File: src/rtl/sec_gate_pkg.sv
package sec_gate_pkg;

    typedef enum logic [1:0] {
        ST_IDLE = 2'd0,
        ST_FWD  = 2'd1,
        ST_BLK  = 2'd2
    } gate_state_e;

    localparam logic [2:0] SEL_INDEX = 3'd0;
    localparam logic [2:0] SEL_TABLE = 3'd1;
    localparam logic [2:0] SEL_IEN   = 3'd2;
    localparam logic [2:0] SEL_ISTAT = 3'd3;
    localparam logic [2:0] SEL_ICLR  = 3'd4;

    localparam int LUT_BITS = 32;

endpackage

File: src/rtl/sec_lut_regs.sv
module sec_lut_regs
    import sec_gate_pkg::*;
#(
    parameter int LUT_WORDS = 8,
    parameter int IDX_W     = (LUT_WORDS > 1) ? $clog2(LUT_WORDS) : 1
) (
    input  logic                clk,
    input  logic                rst_n,
    input  logic                wr_en,
    input  logic [2:0]          sel,
    input  logic [31:0]         wdata,
    input  logic                full,
    input  logic [IDX_W-1:0]    lk_word,
    output logic [LUT_BITS-1:0] lk_bits,
    output logic [LUT_BITS-1:0] cur_word,
    output logic [IDX_W-1:0]    idx_o
);

    localparam logic [IDX_W-1:0] LAST_IDX = IDX_W'(LUT_WORDS - 1);

    logic [LUT_BITS-1:0] lut_q [LUT_WORDS];
    logic [IDX_W-1:0]    idx_q;
    logic                wr_index;
    logic                wr_table;
    logic [IDX_W-1:0]    idx_next_wrap;

    assign wr_index      = wr_en && (sel == SEL_INDEX);
    assign wr_table      = wr_en && (sel == SEL_TABLE);
    assign idx_next_wrap = (idx_q == LAST_IDX) ? '0 : idx_q + 1'b1;

    always_ff @(posedge clk or negedge rst_n) begin
        if (!rst_n) begin
            idx_q <= '0;
        end else if (wr_index) begin
            idx_q <= IDX_W'(wdata % LUT_WORDS);
        end else if (wr_table && full) begin
            idx_q <= idx_next_wrap;
        end
    end

    generate
        for (genvar w = 0; w < LUT_WORDS; w++) begin : g_word
            always_ff @(posedge clk or negedge rst_n) begin
                if (!rst_n) begin
                    lut_q[w] <= '0;
                end else if (wr_table && (idx_q == IDX_W'(w))) begin
                    lut_q[w] <= wdata;
                end
            end
        end
    endgenerate

    assign lk_bits  = lut_q[lk_word];
    assign cur_word = lut_q[idx_q];
    assign idx_o    = idx_q;

    p_idx_range_r4: assert property (@(posedge clk) disable iff (!rst_n)
        int'(idx_q) < LUT_WORDS);

    p_full_inc_r5: assert property (@(posedge clk) disable iff (!rst_n)
        (wr_table && full) |=>
            (idx_q == (($past(idx_q) == LAST_IDX) ? '0 : $past(idx_q) + 1'b1)));

    p_narrow_hold_r6: assert property (@(posedge clk) disable iff (!rst_n)
        (wr_table && !full) |=> $stable(idx_q));

endmodule

File: src/rtl/sec_irq_ctrl.sv
module sec_irq_ctrl
    import sec_gate_pkg::*;
(
    input  logic        clk,
    input  logic        rst_n,
    input  logic        wr_en,
    input  logic [2:0]  sel,
    input  logic        wbit,
    input  logic        blk_evt,
    output logic        en_o,
    output logic        stat_o,
    output logic        irq_o
);

    logic en_q;
    logic stat_q;

    always_ff @(posedge clk or negedge rst_n) begin
        if (!rst_n) begin
            en_q <= 1'b0;
        end else if (wr_en && (sel == SEL_IEN)) begin
            en_q <= wbit;
        end
    end

    always_ff @(posedge clk or negedge rst_n) begin
        if (!rst_n) begin
            stat_q <= 1'b0;
        end else if (blk_evt) begin
            stat_q <= 1'b1;
        end else if (wr_en && (sel == SEL_ICLR) && wbit) begin
            stat_q <= 1'b0;
        end
    end

    assign en_o   = en_q;
    assign stat_o = stat_q;
    assign irq_o  = en_q & stat_q;

    p_irq_gate_r8: assert property (@(posedge clk) disable iff (!rst_n)
        irq_o |-> (en_o && stat_o));

    p_set_on_block_r9: assert property (@(posedge clk) disable iff (!rst_n)
        blk_evt |=> stat_o);

endmodule

File: src/rtl/sec_access_fsm.sv
module sec_access_fsm
    import sec_gate_pkg::*;
#(
    parameter int ADDR_W    = 16,
    parameter int DATA_W    = 32,
    parameter int BLK_BYTES = 256,
    parameter int IDX_W     = 3
) (
    input  logic                clk,
    input  logic                rst_n,
    input  logic                txn_valid,
    input  logic [ADDR_W-1:0]   txn_addr,
    input  logic                txn_secure,
    input  logic                txn_write,
    input  logic [DATA_W-1:0]   txn_wdata,
    output logic [IDX_W-1:0]    lk_word,
    input  logic [LUT_BITS-1:0] lk_bits,
    output logic                blk_evt,
    output logic                ds_valid,
    output logic [ADDR_W-1:0]   ds_addr,
    output logic                ds_secure,
    output logic                ds_write,
    output logic [DATA_W-1:0]   ds_wdata,
    output logic                blk_rsp_valid,
    output logic                blk_rsp_write,
    output logic                blk_rsp_err,
    output logic [DATA_W-1:0]   blk_rsp_rdata
);

    localparam int BLK_SHIFT = $clog2(BLK_BYTES);
    localparam int BLKNUM_W  = ADDR_W - BLK_SHIFT;

    gate_state_e         state_q;
    gate_state_e         state_d;
    logic [BLKNUM_W-1:0] blk_num;
    logic [4:0]          bit_pos;
    logic                blk_bit;
    logic                pass;
    logic [ADDR_W-1:0]   addr_q;
    logic                sec_q;
    logic                wr_q;
    logic [DATA_W-1:0]   wdata_q;

    assign blk_num = BLKNUM_W'(txn_addr >> BLK_SHIFT);
    assign bit_pos = blk_num[4:0];
    assign lk_word = IDX_W'(blk_num >> 5);
    assign blk_bit = lk_bits[bit_pos];
    assign pass    = (blk_bit == ~txn_secure);
    assign blk_evt = txn_valid && !pass;

    always_comb begin
        if (!txn_valid) begin
            state_d = ST_IDLE;
        end else if (pass) begin
            state_d = ST_FWD;
        end else begin
            state_d = ST_BLK;
        end
    end

    always_ff @(posedge clk or negedge rst_n) begin
        if (!rst_n) begin
            state_q <= ST_IDLE;
        end else begin
            state_q <= state_d;
        end
    end

    always_ff @(posedge clk or negedge rst_n) begin
        if (!rst_n) begin
            addr_q  <= '0;
            sec_q   <= 1'b0;
            wr_q    <= 1'b0;
            wdata_q <= '0;
        end else if (txn_valid) begin
            addr_q  <= txn_addr;
            sec_q   <= txn_secure;
            wr_q    <= txn_write;
            wdata_q <= pass ? txn_wdata : '0;
        end
    end

    always_comb begin
        ds_valid      = 1'b0;
        ds_addr       = '0;
        ds_secure     = 1'b0;
        ds_write      = 1'b0;
        ds_wdata      = '0;
        blk_rsp_valid = 1'b0;
        blk_rsp_write = 1'b0;
        blk_rsp_err   = 1'b0;
        blk_rsp_rdata = '0;
        unique case (state_q)
            ST_IDLE: begin
            end
            ST_FWD: begin
                ds_valid  = 1'b1;
                ds_addr   = addr_q;
                ds_secure = sec_q;
                ds_write  = wr_q;
                ds_wdata  = wdata_q;
            end
            ST_BLK: begin
                blk_rsp_valid = 1'b1;
                blk_rsp_write = wr_q;
                blk_rsp_err   = 1'b1;
            end
            default: begin
            end
        endcase
    end

    p_exclusive_r3: assert property (@(posedge clk) disable iff (!rst_n)
        !(ds_valid && blk_rsp_valid));

    p_one_cycle_r11: assert property (@(posedge clk) disable iff (!rst_n)
        (ds_valid || blk_rsp_valid) |-> $past(txn_valid));

    p_world_match_r2: assert property (@(posedge clk) disable iff (!rst_n)
        (txn_valid && pass) |=> (ds_valid && (ds_secure != $past(blk_bit))));

    p_block_err_r3: assert property (@(posedge clk) disable iff (!rst_n)
        blk_evt |=> (blk_rsp_valid && blk_rsp_err && !ds_valid));

endmodule

File: src/rtl/sec_block_gate.sv
module sec_block_gate
    import sec_gate_pkg::*;
#(
    parameter int ADDR_W    = 16,
    parameter int DATA_W    = 32,
    parameter int BLK_BYTES = 256
) (
    input  logic              clk,
    input  logic              rst_n,
    input  logic              reg_wen,
    input  logic [2:0]        reg_sel,
    input  logic [31:0]       reg_wdata,
    input  logic              reg_full,
    output logic [31:0]       reg_rdata,
    input  logic              txn_valid,
    input  logic [ADDR_W-1:0] txn_addr,
    input  logic              txn_secure,
    input  logic              txn_write,
    input  logic [DATA_W-1:0] txn_wdata,
    output logic              ds_valid,
    output logic [ADDR_W-1:0] ds_addr,
    output logic              ds_secure,
    output logic              ds_write,
    output logic [DATA_W-1:0] ds_wdata,
    output logic              blk_rsp_valid,
    output logic              blk_rsp_write,
    output logic              blk_rsp_err,
    output logic [DATA_W-1:0] blk_rsp_rdata,
    output logic              irq
);

    localparam int BLK_SHIFT = $clog2(BLK_BYTES);
    localparam int NUM_BLKS  = 1 << (ADDR_W - BLK_SHIFT);
    localparam int LUT_WORDS = (NUM_BLKS + LUT_BITS - 1) / LUT_BITS;
    localparam int IDX_W     = (LUT_WORDS > 1) ? $clog2(LUT_WORDS) : 1;

    logic [IDX_W-1:0]    lk_word;
    logic [LUT_BITS-1:0] lk_bits;
    logic [LUT_BITS-1:0] cur_word;
    logic [IDX_W-1:0]    idx;
    logic                blk_evt;
    logic                int_en;
    logic                int_stat;

    sec_lut_regs #(
        .LUT_WORDS (LUT_WORDS),
        .IDX_W     (IDX_W)
    ) u_regs (
        .clk      (clk),
        .rst_n    (rst_n),
        .wr_en    (reg_wen),
        .sel      (reg_sel),
        .wdata    (reg_wdata),
        .full     (reg_full),
        .lk_word  (lk_word),
        .lk_bits  (lk_bits),
        .cur_word (cur_word),
        .idx_o    (idx)
    );

    sec_irq_ctrl u_irq (
        .clk     (clk),
        .rst_n   (rst_n),
        .wr_en   (reg_wen),
        .sel     (reg_sel),
        .wbit    (reg_wdata[0]),
        .blk_evt (blk_evt),
        .en_o    (int_en),
        .stat_o  (int_stat),
        .irq_o   (irq)
    );

    sec_access_fsm #(
        .ADDR_W    (ADDR_W),
        .DATA_W    (DATA_W),
        .BLK_BYTES (BLK_BYTES),
        .IDX_W     (IDX_W)
    ) u_fsm (
        .clk           (clk),
        .rst_n         (rst_n),
        .txn_valid     (txn_valid),
        .txn_addr      (txn_addr),
        .txn_secure    (txn_secure),
        .txn_write     (txn_write),
        .txn_wdata     (txn_wdata),
        .lk_word       (lk_word),
        .lk_bits       (lk_bits),
        .blk_evt       (blk_evt),
        .ds_valid      (ds_valid),
        .ds_addr       (ds_addr),
        .ds_secure     (ds_secure),
        .ds_write      (ds_write),
        .ds_wdata      (ds_wdata),
        .blk_rsp_valid (blk_rsp_valid),
        .blk_rsp_write (blk_rsp_write),
        .blk_rsp_err   (blk_rsp_err),
        .blk_rsp_rdata (blk_rsp_rdata)
    );

    always_comb begin
        unique case (reg_sel)
            SEL_INDEX: reg_rdata = 32'(idx);
            SEL_TABLE: reg_rdata = cur_word;
            SEL_IEN:   reg_rdata = {31'd0, int_en};
            SEL_ISTAT: reg_rdata = {31'd0, int_stat};
            default:   reg_rdata = '0;
        endcase
    end

endmodule

File: config.mk
export PLATFORM = sky130hd
export DESIGN_NAME = sec_block_gate
export DESIGN_NICKNAME = d
export VERILOG_FILES = /design/src/rtl/sec_gate_pkg.sv /design/src/rtl/sec_lut_regs.sv /design/src/rtl/sec_irq_ctrl.sv /design/src/rtl/sec_access_fsm.sv /design/src/rtl/sec_block_gate.sv
export SDC_FILE = /design/constraint.sdc
export NUM_CORES = 1
export LEC_CHECK = 0
export ABC_CLOCK_PERIOD_IN_PS = 9100
export BUFFER_PORTS_ARGS = -buffer_cell sky130_fd_sc_hd__buf_4
export CAP_MARGIN = 15
export CORE_MARGIN = 2
export CORE_UTILIZATION = 55
export CTS_CLUSTER_DIAMETER = 30
export DETAILED_ROUTE_END_ITERATION = 8
export PLACE_DENSITY = 0.82
export RECOVER_POWER = 100
export SLEW_MARGIN = 20
export SYNTH_ARGS = -nofsm -noshare
export SYNTH_HDL_FRONTEND = slang
export SYNTH_HIERARCHICAL = 1
export SYNTH_SLANG_ARGS = --single-unit
File: constraint.sdc
create_clock -name clk -period 9.1 [get_ports clk]
set_clock_uncertainty 0.05 [all_clocks]
set_input_delay 0 -clock clk [delete_from_list [all_inputs] [get_ports clk]]
set_output_delay 0 -clock clk [all_outputs]
set_load 0.01 [all_outputs]
==> impl_metrics.csv, run 1 <==
group,metric,value,unit
synthesis,synth_edf_count,0,
power,p_per_area,255,nW/µm²
placement,postPlaceCellArea,18300,µm²
global_routing,grt_pass1_vias,12344,
timing,fin_crit_sh,71.6,%
power,ir_worst_vdd,0.169,mV
floorplan,core_area,30500,µm²
worst_setup_path,crit_required,9.48,ns
cts,cts_setup_buffers,0,
worst_hold_path,hold_path.class,"in -> async",
status,status,"complete, but fails checks",
routing,wl_per_cell,23.9,µm
finish,finish.instance_area,21100,µm²
worst_setup_path,path_class,"reg -> reg",
timing,holdWs,0.0652,ns
finish,final_cell_mix,"dfrtp_1, mux2_2, buf_4",
floorplan,ios,209,
synthesis,synth_top_area_share,46.0,%
global_routing,grt_pass1_wl,70600,µm
worst_setup_path,cp_max_fo,71,
cts,numCtsBuffers,57,
floorplan,die-height,180,µm
placement,portBuffers,176,
routing,drc,0,
routing,detail-route-antenna-nets,0,
cts,cts-root-buf,"clkbuf_16",
routing,dr.pass1.iters,5,
placement,dp_worst_setup_slack,4.27,ns
floorplan,initial_core_util,55.8,%
cts,clkTransAtPathRegs,0.05,ns
worst_setup_path,path_delay_family,"buffers and inverters",
timing,setup_viol,0,
timing,worst_slack,2.59,ns
worst_setup_path,path_buf_inv,1,
placement,placed_cells,1677,
global_routing,grt-ovfl-total,0,
cts,cts_tree,"built",
cts,cts_resized,0,
global_routing,track_usage,27.7,%
finish,fillerInstances,1895,
synthesis,ys.flop_type,"dfrtp_1",
finish,drive_above_1_share,40.0,%
timing,fmax,154,MHz
synthesis,synth_cell_types,44,
timing,totalNegativeSetupSlack,0,ns
global_routing,antenna_found_initial,1,
finish,mostFrequentLayoutCell,"dfrtp_1",
timing,slew_viol_final,471,
cts,h-tree-depth,2,
timing,finalHoldViolCount,0,
worst_setup_path,crit_path_max_incr_delay,3.30,ns
timing,rsz0062_at_grt,"no",
worst_setup_path,critPathSlowestCell,"clkbuf_1",
run,max_cap_viol_count,10,
routing,drt_iter0_drc,883,
synthesis,avgSynthCellArea,14.3,µm²
synthesis,synth_area,17000,µm²
worst_setup_path,critPathCaptureType,"flip-flop",
routing,vias_per_cell,6.19,
finish,fin_cells,1871,
finish,syn_to_final_growth,24.0,%
finish,nets,1523,
synthesis,synthArstFlopShare,100,%
power,leakage,10.1,nW
floorplan,row_count,64,
worst_setup_path,crit_chain,"clkbuf_1 -> and4_1 -> mux2_2",
worst_setup_path,arrival,6.90,ns
floorplan,die-area,32300,µm²
timing,tightest_slew,4.73,ns
synthesis,synth_area_leader_cell,"dfrtp_1",
timing,period_needed,6.51,ns
synthesis,netlist_instances,1191,
synthesis,netlist_top_cells_area,"dfrtp_1, mux4_2, mux2_2",
synthesis,yosysSeqAreaShare,46.0,%
finish,final_core_util,69.2,%
cts,clk_latency,0.57,ns
power,power,5.37,mW
global_routing,grt_max_degree,119,
synthesis,yosys_warnings,6,
placement,place.gp.congestion,0.759,
routing,wirelength,44700,µm
timing,maxSlewHeadroom,-215,%
cts,clock_path_buffers,3,
routing,dr_total_vias,11585,
floorplan,fp.dieW,180,µm
synthesis,yosys_register_bits,313,
cts,cts_sinks,313,
worst_setup_path,critPathLaunchType,"flip-flop",
status,violations,"capacitance limit, slew limit",
placement,dp.final_hpwl,23800,µm
-- cells by family (layout without fill, tap and decap cells) --
group / Yosys count / count (layout) / share of synthesized area, %
flip-flops: 313 / 313 / 46.0
adder cells (fa/ha/maj): 6 / 6 / 0.441
AO/OA/AOI/OAI: 46 / 46 / 2.47
multiplexers: 450 / 450 / 38.8
other: 1 / 33 / 0.0220
buffers and inverters: 138 / 390 / 4.75
AND/OR/NAND/NOR: 237 / 237 / 7.48
-- power by group --
part           internal [mW]  total [mW]  leakage, nW  switching [mW]
Sequential              1.72        1.96         4.13           0.243
Clock                   1.42        2.16        0.971           0.737
Combinational          0.726        1.25         5.00           0.524
Total                   3.87        5.37         10.1            1.50
-- timing repair --
action,4_1_cts,5_1_grt
endpoints found under the setup margin,0,0
hold buffers,87,0
endpoints found under the hold margin,424,0
-- synthesized netlist by cell type (4+ instances only) --
cell / instances
dfrtp_1: 313
mux2_2: 175
mux4_2: 135
mux2_1: 131
nand2_1: 98
and2_1: 82
buf_4: 54
buf_2: 39
nor2b_1: 36
a41o_1: 32
clkbuf_1: 23
buf_1: 9
inv_1: 7
mux2i_1: 7
ha_1: 6
buf_6: 5
nand3_1: 4
-- final timing paths --
path | from | slack (ns) | to | cells after the start
worst max-delay path | u_regs/idx_o[2]$_DFFE_PN0P_ | 2.59 | u_regs/lut_q[95]$_DFFE_PN0P_ | 3
worst min-delay path | rst_n | 0.07 | u_regs/lut_q[189]$_DFFE_PN0P_ | 2
worst max register to register | u_regs/idx_o[2]$_DFFE_PN0P_ | 2.59 | u_regs/lut_q[95]$_DFFE_PN0P_ | 3
worst min register to register | u_fsm/addr_q[13]$_DFFE_PN0P_ | 0.44 | u_fsm/addr_q[13]$_DFFE_PN0P_ | 1
max in group asynchronous | rst_n | 4.33 | u_regs/lut_q[216]$_DFFE_PN0P_ | 3
min in group clk | txn_addr[13] | 0.08 | u_fsm/addr_q[13]$_DFFE_PN0P_ | 2
-- sequential cells by signal, indices dropped and copies added (netlist names) --
register / flops
u_regs/lut_q: 256
u_fsm/wdata_q: 32
u_fsm/addr_q: 16
u_regs/idx_o: 3
u_fsm/state_q: 2
u_fsm/sec_q: 1
u_fsm/wr_q: 1
u_irq/en_o: 1
u_irq/stat_o: 1
-- area by class of cell --
class | count | area, µm² | area share [%]
inverters | 7 | 26.3 | 0.125
flip-flops and latches | 313 | 7840 | 37.1
diodes | 1 | 2.50 | 0.0119
well taps | 396 | 495 | 2.35
clock inverters | 35 | 440 | 2.09
clock buffers | 71 | 1560 | 7.40
multi-input cells | 771 | 8510 | 40.3
repair buffers | 277 | 2230 | 10.6
-- layer usage --
metal | GRT usage [%] | up-vias | routed length [µm]
met3 | 5.37 | 123 | 3260
met4 | 10.7 | 0 | 1450
met1 | 36.1 | 6036 | 17800
li1 | - | 4868 | -
met2 | 46.1 | 558 | 22200
met5 | 0 | - | 0
(Power assumes the default switching activity.)
==> inputs of run 2 (changes only) <==
Settings changed: ABC_CLOCK_PERIOD_IN_PS 9100 to 5400, CORE_UTILIZATION 55 to 53, PLACE_DENSITY 0.82 to 0.83.
Clock period 9.1 ns to 5.4 ns, I/O delays scaled along.
==> impl_metrics.csv, run 2 (synthesized netlist as in run 1, its figures left out) <==
group,metric,value,unit
finish,final_cell_mix,"dfrtp_1, mux2_2, buf_4",
placement,portBuffers,176,
placement,place.gp.congestion,0.755,
cts,cts-root-buf,"clkbuf_16",
finish,max_flop_register,"u_regs/lut_q",
status,violations,"capacitance limit, slew limit",
cts,clkTransAtPathRegs,0.05,ns
routing,dr.pass1.iters,5,
worst_setup_path,cp_max_fo,24,
routing,vias_per_cell,6.21,
cts,cts_tree,"built",
cts,clk_latency,0.57,ns
floorplan,core_area,31600,µm²
routing,detail-route-antenna-nets,0,
finish,seq_area,7830,µm²
finish,top_regs,"u_regs/lut_q (256), u_fsm/wdata_q (32), u_fsm/addr_q (16)",
finish,syn_to_final_growth,26.1,%
placement,placed_cells,1687,
run,max_cap_viol_count,7,
timing,holdWs,0.0959,ns
finish,drive_above_1_share,39.9,%
global_routing,grt_pass1_wl,71500,µm
timing,slew_viol_final,237,
finish,fin_cells,1898,
timing,finalHoldViolCount,0,
finish,num_antenna_cells,0,
timing,fin_crit_sh,85.1,%
worst_setup_path,rr_worst_depth,5,
power,power,9.52,mW
floorplan,row_count,65,
worst_setup_path,critPathCaptureType,"flip-flop",
finish,mostFrequentLayoutCell,"dfrtp_1",
timing,fmax,218,MHz
worst_setup_path,path_class,"reg -> reg",
worst_hold_path,min_path_cells,2,
worst_hold_path,hold_path.class,"in -> reg",
routing,drt_iter0_drc,910,
cts,cts_sinks,313,
placement,dp.final_hpwl,25500,µm
status,status,"complete, but fails checks",
cts,cts_resized,0,
global_routing,grt_pass1_vias,12618,
routing,drc,0,
timing,period_needed,4.59,ns
cts,cts_setup_buffers,0,
global_routing,grt_max_degree,167,
cts,clock_path_buffers,3,
cts,numCtsBuffers,68,
power,leakage,10.3,nW
timing,tightest_slew,3.34,ns
global_routing,antenna_found_initial,0,
timing,rsz0062_at_grt,"no",
routing,dr_total_vias,11788,
worst_setup_path,critPathLaunchType,"flip-flop",
cts,h-tree-depth,3,
timing,setup_viol,0,
global_routing,track_usage,27.8,%
finish,nets,1541,
floorplan,ios,209,
timing,totalNegativeSetupSlack,0,ns
cts,hold_buffers,90,
finish,fillerInstances,2008,
global_routing,grt-ovfl-total,0,
power,ir_worst_vdd,0.277,mV
floorplan,initial_core_util,53.9,%
worst_setup_path,crit_required,5.77,ns
finish,largest_reg_flops,256,
floorplan,fp.dieW,183,µm
floorplan,die-area,33500,µm²
timing,maxSlewHeadroom,-123,%
finish,multi_input_area,8480,µm²
routing,wirelength,46100,µm
routing,wl_per_cell,24.3,µm
worst_setup_path,arrival,4.97,ns
power,p_per_area,444,nW/µm²
floorplan,die-height,183,µm
## run 2: changes by cell type in the layout (fill, tap and decap cells not counted), moves of 4 or more
cell / change
and2_0: -4
and2_1: +4
clkinv_4: -6
clkbuf_16: +11
clkbuf_8: +4
## run 2: final timing paths
path / from / to / slack (ns)
max: u_regs/idx_o[1]$_DFFE_PN0P_ / u_regs/lut_q[242]$_DFFE_PN0P_ / 0.81
min: txn_addr[13] / u_fsm/addr_q[13]$_DFFE_PN0P_ / 0.1
max reg2reg: u_regs/idx_o[1]$_DFFE_PN0P_ / u_regs/lut_q[242]$_DFFE_PN0P_ / 0.81
min reg2reg: u_fsm/addr_q[10]$_DFFE_PN0P_ / u_fsm/addr_q[10]$_DFFE_PN0P_ / 0.45
max in group asynchronous: rst_n / u_regs/lut_q[50]$_DFFE_PN0P_ / 1.95
min in group asynchronous: rst_n / u_fsm/sec_q$_DFFE_PN0P_ / 0.38
## run 2: metrics by stage
| stage | worst slack [ns] | util (%) | instance area [µm²] |
|---|---|---|---|
| 2_1_floorplan | 2.06 | - | 17100 |
| 3_3_place_gp | 1.55 | 58.2 | 18400 |
| 3_5_place_dp | 1.49 | 58.2 | 18400 |
| 4_1_cts | 1.38 | 68.5 | 21600 |
| 5_1_grt | 0.641 | 68.0 | 21500 |
| 6_report | 0.805 | 68.0 | 21500 |
## run 2: area by class of cell
class / instances / share of cell area [%]
Inverter: 7 / 0.122
Sequential cell: 313 / 36.5
Timing Repair Buffer: 284 / 10.7
Multi-Input combinational cell: 771 / 39.5
Clock buffer: 86 / 8.81
Tap cell: 402 / 2.34
Clock inverter: 35 / 1.95
## run 2: where the power goes
group          total [mW]  internal (mW)  switching [mW]
sequential           3.34           2.89           0.443
combinational        2.06           1.19           0.865
clock                4.12           2.74            1.39
total                9.52           6.82            2.69
## run 2: worst max-delay path: stages, from the launching register on
cell      delay [ns]
dfrtp_1         1.33
inv_1           0.24
ha_1            0.30
nand3_1         0.81
clkbuf_1        1.27
mux2_2          0.44
## run 2: metal layers
layer  track usage [%]  vias up  routed length (µm)
met4              11.8        0                1630
met5                 0        -                   0
met2              46.1      611               22600
met3              5.30      126                3570
met1              36.0     6137               18300
li1                  -     4914                   -
